--- src/rtl/i2c_bit_pkg.sv ---
package i2c_bit_pkg;
  localparam logic [1:0] ADDR_DATA = 2'd0;
  localparam logic [1:0] ADDR_CMD  = 2'd1;
  localparam logic [1:0] ADDR_STAT = 2'd2;

  // flag indices, shared by status bits and clear command bits
  localparam int FLG_DRDY = 0;
  localparam int FLG_ARL  = 1;
  localparam int FLG_STA  = 2;
  localparam int FLG_STO  = 3;
  localparam int NUM_FLG  = 4;

  localparam int CMD_CLR_TXA = 4;
  localparam int CMD_RSTART  = 5;
  localparam int CMD_STOP    = 6;
  localparam int STAT_TXA    = 4;

  typedef enum logic [1:0] {
    TX_BIT    = 2'd0,
    TX_RSTART = 2'd1,
    TX_STOP   = 2'd2
  } tx_mode_e;
endpackage

--- src/rtl/i2c_line_filter.sv ---
module i2c_line_filter #(
  parameter int FILT_CYC = 3
) (
  input  logic clk_i,
  input  logic rst_ni,
  input  logic line_i,
  output logic line_o
);
  localparam int CNT_W = $clog2(FILT_CYC + 1);

  logic             sync1_q, sync2_q, filt_q;
  logic [CNT_W-1:0] cnt_q;

  always_ff @(posedge clk_i or negedge rst_ni) begin
    if (!rst_ni) begin
      sync1_q <= 1'b1;
      sync2_q <= 1'b1;
      filt_q  <= 1'b1;
      cnt_q   <= '0;
    end else begin
      sync1_q <= line_i;
      sync2_q <= sync1_q;
      if (sync2_q != filt_q) begin
        if (cnt_q == CNT_W'(FILT_CYC - 1)) begin
          filt_q <= sync2_q;
          cnt_q  <= '0;
        end else begin
          cnt_q <= cnt_q + 1'b1;
        end
      end else begin
        cnt_q <= '0;
      end
    end
  end

  assign line_o = filt_q;
endmodule

--- src/rtl/i2c_cond_detect.sv ---
module i2c_cond_detect (
  input  logic clk_i,
  input  logic rst_ni,
  input  logic scl_i,
  input  logic sda_i,
  output logic scl_rise_o,
  output logic start_o,
  output logic stop_o
);
  logic scl_q, sda_q;

  always_ff @(posedge clk_i or negedge rst_ni) begin
    if (!rst_ni) begin
      scl_q <= 1'b1;
      sda_q <= 1'b1;
    end else begin
      scl_q <= scl_i;
      sda_q <= sda_i;
    end
  end

  assign scl_rise_o = scl_i & ~scl_q;
  assign start_o    = scl_i & scl_q & sda_q & ~sda_i;
  assign stop_o     = scl_i & scl_q & ~sda_q & sda_i;
endmodule

--- src/rtl/i2c_flag_bank.sv ---
module i2c_flag_bank #(
  parameter int N = 4
) (
  input  logic         clk_i,
  input  logic         rst_ni,
  input  logic [N-1:0] set_i,
  input  logic [N-1:0] clr_i,
  output logic [N-1:0] flags_o
);
  for (genvar i = 0; i < N; i++) begin : g_flag
    logic flag_q;
    always_ff @(posedge clk_i or negedge rst_ni) begin
      if (!rst_ni)       flag_q <= 1'b0;
      else if (set_i[i]) flag_q <= 1'b1;
      else if (clr_i[i]) flag_q <= 1'b0;
    end
    assign flags_o[i] = flag_q;
  end
endmodule

--- src/rtl/i2c_tx_ctrl.sv ---
module i2c_tx_ctrl import i2c_bit_pkg::*; #(
  parameter int COND_CYC = 200
) (
  input  logic clk_i,
  input  logic rst_ni,
  input  logic scl_f_i,
  input  logic sda_f_i,
  input  logic scl_rise_i,
  input  logic wr_bit_i,
  input  logic wr_val_i,
  input  logic cmd_rstart_i,
  input  logic cmd_stop_i,
  input  logic clr_txa_i,
  output logic arl_set_o,
  output logic tx_active_o,
  output logic sda_pull_o
);
  localparam int CNT_W = $clog2(COND_CYC + 1);

  tx_mode_e         mode_q;
  logic             tx_bit_q, drive_low_q, tx_active_q;
  logic [CNT_W-1:0] cnt_q;
  logic             arl_set, txa_set;

  // loss only counts while this side has SDA released
  assign arl_set = scl_rise_i & tx_active_q & ~drive_low_q & ~sda_f_i;
  assign txa_set = wr_bit_i | cmd_rstart_i | cmd_stop_i;

  always_ff @(posedge clk_i or negedge rst_ni) begin
    if (!rst_ni) begin
      mode_q      <= TX_BIT;
      tx_bit_q    <= 1'b1;
      drive_low_q <= 1'b0;
      cnt_q       <= '0;
    end else if (wr_bit_i) begin
      tx_bit_q <= wr_val_i;
      mode_q   <= TX_BIT;
      cnt_q    <= '0;
    end else if (cmd_rstart_i) begin
      tx_bit_q <= 1'b1;
      mode_q   <= TX_RSTART;
      cnt_q    <= '0;
    end else if (cmd_stop_i) begin
      tx_bit_q <= 1'b0;
      mode_q   <= TX_STOP;
      cnt_q    <= '0;
    end else if (!scl_f_i) begin
      drive_low_q <= ~tx_bit_q;
      cnt_q       <= '0;
    end else if (mode_q != TX_BIT) begin
      if (cnt_q == CNT_W'(COND_CYC - 1)) begin
        drive_low_q <= (mode_q == TX_RSTART);
        tx_bit_q    <= (mode_q != TX_RSTART);
        mode_q      <= TX_BIT;
        cnt_q       <= '0;
      end else begin
        cnt_q <= cnt_q + 1'b1;
      end
    end
  end

  always_ff @(posedge clk_i or negedge rst_ni) begin
    if (!rst_ni)                     tx_active_q <= 1'b0;
    else if (txa_set)                tx_active_q <= 1'b1;
    else if (clr_txa_i || arl_set)   tx_active_q <= 1'b0;
  end

  assign arl_set_o   = arl_set;
  assign tx_active_o = tx_active_q;
  assign sda_pull_o  = tx_active_q & drive_low_q;
endmodule

--- src/rtl/bit_i2c_engine.sv ---
module bit_i2c_engine import i2c_bit_pkg::*; #(
  parameter int CLK_HZ   = 50_000_000,
  parameter int COND_US  = 4,
  parameter int FILT_CYC = 3,
  parameter int REG_W    = 8
) (
  input  logic             clk_i,
  input  logic             rst_ni,
  input  logic             bus_wr_i,
  input  logic             bus_rd_i,
  input  logic [1:0]       bus_addr_i,
  input  logic [REG_W-1:0] bus_wdata_i,
  output logic [REG_W-1:0] bus_rdata_o,
  input  logic             scl_i,
  input  logic             sda_i,
  output logic             scl_pull_o,
  output logic             sda_pull_o,
  output logic             attn_o
);
  localparam int COND_CYC = (CLK_HZ / 1_000_000) * COND_US;

  logic [1:0]       line_raw, line_f;
  logic             scl_f, sda_f;
  logic             scl_rise, start_det, stop_det;
  logic             data_wr, data_rd, cmd_wr;
  logic [NUM_FLG-1:0] flag_set, flag_clr, flags_q;
  logic             arl_set, tx_active;
  logic             rx_bit_q, scl_hold_q, pending;
  logic             unused_wdata;

  assign line_raw = {sda_i, scl_i};
  for (genvar i = 0; i < 2; i++) begin : g_line
    i2c_line_filter #(.FILT_CYC(FILT_CYC)) u_filt (
      .clk_i (clk_i),
      .rst_ni(rst_ni),
      .line_i(line_raw[i]),
      .line_o(line_f[i])
    );
  end
  assign scl_f = line_f[0];
  assign sda_f = line_f[1];

  i2c_cond_detect u_cond (
    .clk_i     (clk_i),
    .rst_ni    (rst_ni),
    .scl_i     (scl_f),
    .sda_i     (sda_f),
    .scl_rise_o(scl_rise),
    .start_o   (start_det),
    .stop_o    (stop_det)
  );

  assign data_wr = bus_wr_i & (bus_addr_i == ADDR_DATA);
  assign data_rd = bus_rd_i & (bus_addr_i == ADDR_DATA);
  assign cmd_wr  = bus_wr_i & (bus_addr_i == ADDR_CMD);

  i2c_tx_ctrl #(.COND_CYC(COND_CYC)) u_tx (
    .clk_i       (clk_i),
    .rst_ni      (rst_ni),
    .scl_f_i     (scl_f),
    .sda_f_i     (sda_f),
    .scl_rise_i  (scl_rise),
    .wr_bit_i    (data_wr),
    .wr_val_i    (bus_wdata_i[0]),
    .cmd_rstart_i(cmd_wr & bus_wdata_i[CMD_RSTART]),
    .cmd_stop_i  (cmd_wr & bus_wdata_i[CMD_STOP]),
    .clr_txa_i   (data_rd | (cmd_wr & bus_wdata_i[CMD_CLR_TXA])),
    .arl_set_o   (arl_set),
    .tx_active_o (tx_active),
    .sda_pull_o  (sda_pull_o)
  );

  always_comb begin
    flag_set           = '0;
    flag_set[FLG_DRDY] = scl_rise;
    flag_set[FLG_ARL]  = arl_set;
    flag_set[FLG_STA]  = start_det;
    flag_set[FLG_STO]  = stop_det;
    flag_clr           = cmd_wr ? bus_wdata_i[NUM_FLG-1:0] : '0;
    flag_clr[FLG_DRDY] = flag_clr[FLG_DRDY] | data_wr | data_rd;
  end

  i2c_flag_bank #(.N(NUM_FLG)) u_flags (
    .clk_i  (clk_i),
    .rst_ni (rst_ni),
    .set_i  (flag_set),
    .clr_i  (flag_clr),
    .flags_o(flags_q)
  );

  assign pending = |flags_q;

  always_ff @(posedge clk_i or negedge rst_ni) begin
    if (!rst_ni)       rx_bit_q <= 1'b0;
    else if (scl_rise) rx_bit_q <= sda_f;
  end

  // hold engages only in the low phase, never cuts a high phase short
  always_ff @(posedge clk_i or negedge rst_ni) begin
    if (!rst_ni)      scl_hold_q <= 1'b0;
    else if (!pending) scl_hold_q <= 1'b0;
    else if (!scl_f)   scl_hold_q <= 1'b1;
  end

  always_comb begin
    bus_rdata_o = '0;
    case (bus_addr_i)
      ADDR_DATA: bus_rdata_o[0] = rx_bit_q;
      ADDR_STAT: begin
        bus_rdata_o[NUM_FLG-1:0] = flags_q;
        bus_rdata_o[STAT_TXA]    = tx_active;
      end
      default:   bus_rdata_o = '0;
    endcase
  end

  assign scl_pull_o   = scl_hold_q;
  assign attn_o       = pending;
  assign unused_wdata = bus_wdata_i[REG_W-1];
endmodule

--- config.mk ---
export PLATFORM = sky130hd
export DESIGN_NAME = bit_i2c_engine
export DESIGN_NICKNAME = d
export VERILOG_FILES = /design/src/rtl/i2c_bit_pkg.sv /design/src/rtl/i2c_line_filter.sv /design/src/rtl/i2c_cond_detect.sv /design/src/rtl/i2c_flag_bank.sv /design/src/rtl/i2c_tx_ctrl.sv /design/src/rtl/bit_i2c_engine.sv
export SDC_FILE = /design/constraint.sdc
export NUM_CORES = 1
export LEC_CHECK = 0
export ABC_CLOCK_PERIOD_IN_PS = 3750
export BUFFER_PORTS_ARGS = -buffer_cell sky130_fd_sc_hd__buf_2
export CORE_ASPECT_RATIO = 2
export CORE_MARGIN = 8
export CORE_UTILIZATION = 30
export CTS_BUF_LIST = sky130_fd_sc_hd__clkbuf_2 sky130_fd_sc_hd__clkbuf_4 sky130_fd_sc_hd__clkbuf_8
export CTS_CLUSTER_SIZE = 10
export DETAILED_ROUTE_END_ITERATION = 8
export PLACE_DENSITY = 0.56
export SLEW_MARGIN = 10
export SYNTH_ARGS = -nofsm -noshare
export SYNTH_HDL_FRONTEND = slang
export SYNTH_HIERARCHICAL = 1
export SYNTH_SLANG_ARGS = --single-unit
--- constraint.sdc ---
create_clock -name clk_i -period 3.75 [get_ports clk_i]
set_clock_uncertainty 0.2 [all_clocks]
set_input_delay 0.75 -clock clk_i [delete_from_list [all_inputs] [get_ports clk_i]]
set_output_delay 0.75 -clock clk_i [all_outputs]
set_load 0.03 [all_outputs]
==> flow_results.org, run 1 <==
** Outcome
- The run finished with clean final reports.

** Critical path
- CP Launch Type :: input pin
- Worst path required time :: 2800 ps
- Worst setup path category :: input pin to output port
- Most frequent CP cell :: sky130_fd_sc_hd__buf_2
- Bufs and invs on worst path :: 2
- Slowest-stage cell, CP :: sky130_fd_sc_hd__nor2b_1
- The largest single stage delay on the critical path is 230 ps.
- Traced cell by cell, the critical path runs through buf_2 > nor2b_1 > and2_2 > buf_2.
- Data arrives at the worst endpoint at 1480 ps.
- Element type at the critical path end :: output port
- Of all nets on the critical path, the largest fanout is 6.
- Broken down by cell family, the worst path's largest delay share belongs to simple AND/OR/NAND/NOR gates.

** Floorplanning
- DIE AREA :: 8090 sq um
- Core Footprint :: 5140 sq um
- In this run the horizontal extent of the chip is 67.7 um.
- Number of placement rows :: 37
- In this run the vertical extent of the chip is 119 um.
- Initial standard-cell utilization of the core :: 31.2%
- Number of ports placed on the die boundary :: 27

** Power
- In this run, the clock network consumes 23.2% of the power.
- Internal Pwr Total :: 735 uW
- Of the total power, combinational logic draws 27.5%.
- Worst-case vdd ir drop :: 315 uV
- Power density normalized to cell area :: 603 nW/um^2
- Summed over all nets, the switching power comes to 370 uW.
- Reg power frac :: 49.3%
- Switching part of the total power :: 33.5%
- Leak :: 0.000817 uW

** CTS
- At the later pin of the worst-skew pair, clock insertion delay measures 270 ps.
- Sink Count :: 31
- TritonCTS built the clock tree.
- TritonCTS buffer count :: 5
- In this run the deepest clock path goes through 2 buffers.
- Clock slew seen by the registers of the worst setup and hold paths :: 70 ps
- After clock tree synthesis, the flow added hold-fix buffers numbering 0.
- CTS built an H-tree with a depth of 2.
- The root buffer cell chosen for the clock tree is sky130_fd_sc_hd__clkbuf_8.
- Gates resized during post-CTS repair numbered 0.
- Post-CTS timing repair inserted 0 buffers for setup.

** Synth
- Number of flops mapped to enable cells by yosys :: 0
- Of the synthesized area, sequential elements account for 49.0%.
- For this run, the number of Yosys warnings is 6.
- Most frequent cell after synthesis :: sky130_fd_sc_hd__dfrtp_1
- Cell area after technology mapping :: 1610 sq um
- Simple-gate portion of the synthesized area :: 25.6%
- Fraction of the mapped netlist area in adder cells :: 0.779%
- Complex-gate fraction of the synthesized area :: 10.8%
- sky130_fd_sc_hd__dfrtp_1 takes more of the synthesized area than any other cell.
- Synth Instances :: 151
- Top cells by area in the synthesized netlist :: sky130_fd_sc_hd__dfrtp_1 (34%), sky130_fd_sc_hd__dfstp_2 (15%), sky130_fd_sc_hd__and2_1 (3.9%), sky130_fd_sc_hd__buf_4 (3.3%), sky130_fd_sc_hd__xnor2_1 (3.3%)
- Proportion of netlist area held by the largest area contributor :: 34.3%
- Yosys mapped the design onto 41 distinct sky130hd cell types.
- For this run, asynchronously set or reset flops after synthesis account for 100%.
- After synthesis, the largest family of logic cells by area is simple AND/OR/NAND/NOR gates.
- In the synthesized netlist the dominant register cell turns out to be sky130_fd_sc_hd__dfrtp_1.
- Post-synthesis share of cell area spent on xor and xnor gates :: 3.82%
- In the synthesized netlist, the cells that appear most often are sky130_fd_sc_hd__dfrtp_1 (22), sky130_fd_sc_hd__nor2_1 (12), sky130_fd_sc_hd__and2_1 (10), sky130_fd_sc_hd__nand2_1 (10).
- Portion of netlist area occupied by mux cells :: 4.52%
- Register bit count reported by yosys :: 31
- The average instance in the mapped netlist occupies 10.6 sq um.

** Timing
- Tightest slew margin relative to the limit :: 45.9%
- Setup violations remaining at the end of the flow were counted as 0.
- Final hold analysis gives a worst-case slack of 156 ps.
- At the pin with the least slew margin, the transition time is 809 ps.
- Max Transition Viols Final :: 0
- Time the worst path needs with I/O delays and setup :: 2430 ps
- The final hold violation count was 0.
- Static timing analysis puts the maximum clock frequency at 0.412 GHz.
- Setup repair after global routing left no endpoint under its margin.
- Setup total negative slack on the finished layout was measured at 0 ps.
- Final period util :: 64.7%

** Place
- At the end of routability-driven placement, the weighted congestion stood at 0.780.
- Detailed placement finished with a half-perimeter wire length of 2450 um.
- Buffers placed on the I/O ports in this run total 22.

** Global routing
- Leftover overflow at the end of global routing :: 0
- Vias in the first global route :: 1179
- Pin count of the biggest net entering global routing :: 32
- Global-route usage over all layers :: 8.39%
- Number of antenna violations at the first check in global routing :: 0
- The first global-routing pass estimated 5280 um of wire.

** Detailed routing
- Vias per std cell :: 4.80
- The final route contains 1124 vias.
- The pre-antenna-repair detailed-routing pass consisted of 4 iterations.
- Routed Antenna Nets :: 0
- 1st-iter DRT viols :: 49
- DR DRC count :: 0
- For this block, the routed nets add up to 3170 um of wire.
- Dividing the detail-routed wire length by the instance count gives 13.6 um.

** Layout
- The post-route netlist has 31.3% of its cells at a drive strength greater than 1.
- Diode insertion count for antenna repair :: 0
- Number of nets in the layout :: 192
- Layout-stage area growth over the synthesis result :: 14.3%

** Min path
- Type of the worst min-delay path :: flip-flop to flip-flop

** Flow run
- Total of max-cap violations :: 0
[final timing paths]
kind | from | endpoint | slack [ps] | depth (start not counted)
max in group asynchronous | rst_ni | u_tx/tx_active_o | 2600 | 1
worst min-delay path | g_line[1].u_filt/sync1_q | g_line[1].u_filt/sync2_q | 160 | 0
worst max register to register | u_tx/mode_q[1] | u_tx/tx_bit_q | 1780 | 4
worst min register to register | g_line[1].u_filt/sync1_q | g_line[1].u_filt/sync2_q | 160 | 0
min in group asynchronous | rst_ni | g_line[0].u_filt/cnt_q[0] | 310 | 1
worst max-delay path | bus_addr_i[1] | bus_rdata_o[3] | 1320 | 4
[stage by stage]
step	std cells	setup slack, ps	utilization (%)	power [uW]	instance area (sq um)
CTS	234	1290	35.7	1130	1830
finish	234	1320	35.7	1110	1830
detailed placement	226	1110	34.0	861	1750
floorplan	153	1400	-	799	1610
global route	234	1250	35.7	1180	1830
global placement	226	1100	34.0	855	1750
[power groups by stage]
stage          logic [uW]  registers, uW  clock network [uW]
2_1_floorplan         275            524                   0
3_3_place_gp          306            549                   0
3_5_place_dp          309            552                   0
4_1_cts               311            547                 271
5_1_grt               338            564                 283
6_report              304            545                 256
[per-layer routing]
layer	share of wire [%]	wire, um	up-vias	track usage [%]
met4	1.9	59	0	4.74
li1	-	-	559	-
met2	58	1830	16	15.3
met5	0	0	-	0
met1	36	1140	544	8.10
met3	4.5	143	5	1.69
[cells in the final DEF (no fill, tap or decap), types with 2 or more instances in the layout]
cell type and n:
sky130_fd_sc_hd__a211oi_2 2, sky130_fd_sc_hd__a21o_1 4, sky130_fd_sc_hd__a21oi_1 9, sky130_fd_sc_hd__a31oi_1 2, sky130_fd_sc_hd__and2_1 10, sky130_fd_sc_hd__and4b_1 3
sky130_fd_sc_hd__buf_2 22, sky130_fd_sc_hd__clkbuf_8 5, sky130_fd_sc_hd__conb_1 3, sky130_fd_sc_hd__dfrtp_1 22, sky130_fd_sc_hd__dfstp_2 9, sky130_fd_sc_hd__inv_1 7
sky130_fd_sc_hd__mux2_2 2, sky130_fd_sc_hd__mux2_4 2, sky130_fd_sc_hd__mux2i_1 2, sky130_fd_sc_hd__nand2_1 10, sky130_fd_sc_hd__nand2b_1 3, sky130_fd_sc_hd__nand3_1 5
sky130_fd_sc_hd__nand4b_1 2, sky130_fd_sc_hd__nor2_1 12, sky130_fd_sc_hd__nor2b_1 2, sky130_fd_sc_hd__nor2b_4 2, sky130_fd_sc_hd__nor3_1 4, sky130_fd_sc_hd__nor3b_1 3
sky130_fd_sc_hd__o21ai_0 4, sky130_fd_sc_hd__xnor2_1 6
[cell type report]
| cell class | count | area (sq um) |
|---|---|---|
| clock buffer | 6 | 76.3 |
| sequential | 31 | 787 |
| clock inverter | 2 | 12.5 |
| multi-input combinational | 107 | 742 |
| inverter | 7 | 26.3 |
| timing repair buffer | 23 | 118 |
| fill | 518 | 3300 |
| tap | 58 | 72.6 |
[cell families after synthesis]
group | Yosys count
other cells | 1
mux | 6
buf+inv | 15
simple gates | 64
fa+ha+maj | 1
compound gates | 26
xor+xnor | 7
flops | 31
[sequential cells by signal, summed over array words and instances (netlist names)]
name and cells:
u_tx/drive_low_q 1, u_tx/tx_active_o 1, g_line.u_filt/sync2_q 2, g_line.u_filt/sync1_q 2, u_cond/scl_q 1, rx_bit_q 1, u_tx/tx_bit_q 1, u_flags/g_flag.flag_q 4
g_line.u_filt/cnt_q 4, g_line.u_filt/line_o 2, scl_pull_o 1, u_tx/mode_q 2, u_cond/sda_q 1, u_tx/cnt_q 8
[worst reg2reg max path: stages (launching register included)]
cell and delay (ps):
sky130_fd_sc_hd__dfrtp_1 440, sky130_fd_sc_hd__nor2_1 660, sky130_fd_sc_hd__nand4b_1 250, sky130_fd_sc_hd__nand2_1 80, sky130_fd_sc_hd__mux2_2 270
(Power assumes the default switching activity.)
==> inputs of run 2 (changes only) <==
Settings changed: ABC_CLOCK_PERIOD_IN_PS 3750 to 2100, PLACE_DENSITY 0.56 to 0.58.
Clock period 3.75 ns to 2.1 ns, I/O delays scaled along.
==> flow_results.org, run 2 (synthesis results as in run 1) <==
** Timing
- Tightest slew margin relative to the limit :: 56.0%
- Total negative slack for setup checks :: 0 ps
- After layout, the minimum clock period comes to 2030 ps.
- The final hold violation count came to 0.
- Transition at the pin with the smallest max-transition slack :: 660 ps
- The max-slew violation total from the final report came to 0.
- Max frequency :: 0.493 GHz
- Setup violations remaining at the end of the flow were counted as 0.
- RSZ-0062 raised after global routing :: false
- Of the available clock period, the critical path in the final layout requires 96.6%.

** Floorplanning
- Vertical die dimension :: 119 um
- After floorplanning, the core was sized to cover 5140 sq um.
- During I/O placement, the number of pins put on the boundary was 27.
- The die covers 8090 sq um.
- Initial standard-cell utilization of the core :: 31.2%
- Die span in x :: 67.7 um
- The floorplan has 37 rows.

** Critical path
- STA puts the critical path data arrival time at 1410 ps.
- The critical path starts at u_flags/g_flag[3].flag_q.
- The number of cells on the worst reg-to-reg path is 5.
- The critical path ends at attn_o.
- The setup path with the least slack is of type flip-flop to output port.
- Reg-to-reg startpoint :: u_tx/cnt_q[0]
- The worst setup path is launched from a flip-flop.
- Element type at the critical path end :: output port
- Worst path required time :: 1480 ps
- The endpoint identified for the worst register-to-register timing path is u_tx/tx_bit_q.
- The worst register-to-register path has a setup slack of 350 ps.
- Critical-path maximum fanout :: 3

** CTS
- The clock passes through at most 2 buffers.
- After clock tree synthesis, the repair step resized 0 gates.
- Clock tree synthesis inserted a total of 5 buffers.
- CTS built an H-tree with a depth of 2.
- TritonCTS built the clock tree.
- Sink Count :: 31
- Later-pin clock latency in the skew report :: 280 ps
- In this run the clock root is driven by a sky130_fd_sc_hd__clkbuf_8.
- Clock slew seen by the registers of the worst setup and hold paths :: 60 ps

** Layout
- Compared with the post-synthesis result, the final layout area differs by 20.0%.
- Area of all placed cells without fillers :: 1930 sq um
- Max reg flops :: 8
- The repair_antennas step left the layout with diodes totalling 0.
- The post-route netlist has 35.1% of its cells at a drive strength greater than 1.
- At the end of the flow the core is filled with cells to 37.5%.
- More flip-flops sit in one register than any other, and that register is u_tx/cnt_q.
- Final cell count without fillers :: 246
- The library cells used most frequently in the layout, excluding fill and tap cells, are sky130_fd_sc_hd__dfrtp_1 (22), sky130_fd_sc_hd__buf_2 (22), sky130_fd_sc_hd__nor2_1 (12), sky130_fd_sc_hd__buf_4 (12).
- In the final design database the tool counted 204 nets.
- The largest registers in the layout are u_tx/cnt_q x8, g_line.u_filt/cnt_q x4, u_flags/g_flag.flag_q x4.

** Power
- Reg power frac :: 47.4%
- Internal Pwr Total :: 1360 uW
- IR analysis of the VDD net gives a maximum drop of 496 uV.
- Clock power frac :: 22.6%
- Post-route total power :: 2040 uW
- For this design the static power due to leakage is 0.000876 uW.
- Switching power of the nets :: 680 uW
- Power density normalized to cell area :: 1060 nW/um^2
- Switching part of the total power :: 33.4%
- Per report_power, the combinational group accounts for 30.0% of the total.

** Place
- Placed instance area :: 1830 sq um
- Counting tap cells, the placed design contains a total of 237 instances.
- The congestion estimate from routability-driven global placement came to 0.728.
- In this run the tool buffered the top-level ports with 22 buffer cells.
- DP Wirelength :: 2470 um

** Detailed routing
- Count of TritonRoute iterations in the first routing pass :: 4
- The first routing iteration left 41 violations.
- DR DRC count :: 0
- After detailed routing, the average wire length per cell comes to 12.9 um.
- Vias per std cell :: 4.74
- Routed Antenna Nets :: 0
- The final route contains 1166 vias.
- Overall routed net length :: 3170 um

** Global routing
- Pin count of the biggest net entering global routing :: 32
- Global-route usage over all layers :: 8.90%
- Number of antenna violations at the first check in global routing :: 0
- The via count of the first global-routing pass came to 1267.
- After global routing the overflow that remains totals 0.
- The first global-routing pass estimated 5530 um of wire.

** Flow run
- Total of max-cap violations :: 0

** Outcome
- Result of the run :: finished, final reports clean

** Min path
- The min-delay analysis places its worst path in the category input pin to flip-flop.
## run 2: critical path, stage by stage (launching register included)
cell and delay [ps]:
sky130_fd_sc_hd__dfrtp_1 390, sky130_fd_sc_hd__or4_4 540, sky130_fd_sc_hd__buf_2 190
## run 2: worst min-delay path by stage
stage / cells after the start / slack [ps] / startpoint / to
floorplan: 0 / -80 / rst_ni / g_line[0].u_filt/cnt_q[0]
global placement: 0 / 150 / g_line[1].u_filt/sync1_q / g_line[1].u_filt/sync2_q
detailed placement: 0 / 150 / g_line[0].u_filt/sync1_q / g_line[0].u_filt/sync2_q
CTS: 1 / 20 / scl_i / g_line[0].u_filt/sync1_q
global route: 1 / 20 / sda_i / g_line[1].u_filt/sync1_q
finish: 1 / 40 / scl_i / g_line[0].u_filt/sync1_q
## run 2: what timing repair did
item / 4_1_cts / 5_1_grt
endpoints found under the hold margin: 18 / 0
buffers inserted: 0 / 0
hold buffers: 1 / 0
## run 2: power groups by stage
| stage | Combinational [uW] | Sequential (uW) | Clock (uW) |
|---|---|---|---|
| 3_5_place_dp | 621 | 977 | 0 |
| 5_1_grt | 672 | 995 | 509 |
| 6_report | 612 | 966 | 460 |
| 3_3_place_gp | 607 | 971 | 0 |
| 4_1_cts | 624 | 967 | 478 |
| 2_1_floorplan | 490 | 936 | 0 |
## run 2: final cells by class
type	instances	area [sq um]
multi-input cells	107	742
fillers	516	3210
flip-flops and latches	31	787
clock inverters	2	12.5
well taps	58	72.6
clock buffers	6	76.3
repair buffers	35	210
inverters	7	26.3
## run 2: metrics by stage
step	hold WS (ps)	setup WS, ps
after floorplan	-75.6	77.8
after detailed placement	147	57.6
final	35.3	71.9
after global routing	18.2	31.8
after CTS	24.8	61.1
after global placement	145	34.0
## run 2: layer usage
layer | GRT usage, % | share of wire (%) | vias to the layer above
met3 | 2.82 | 6.3 | 5
met5 | 0 | 0 | -
met2 | 16.3 | 55 | 26
met4 | 5.14 | 2.7 | 0
li1 | - | - | 576
met1 | 7.91 | 35 | 559
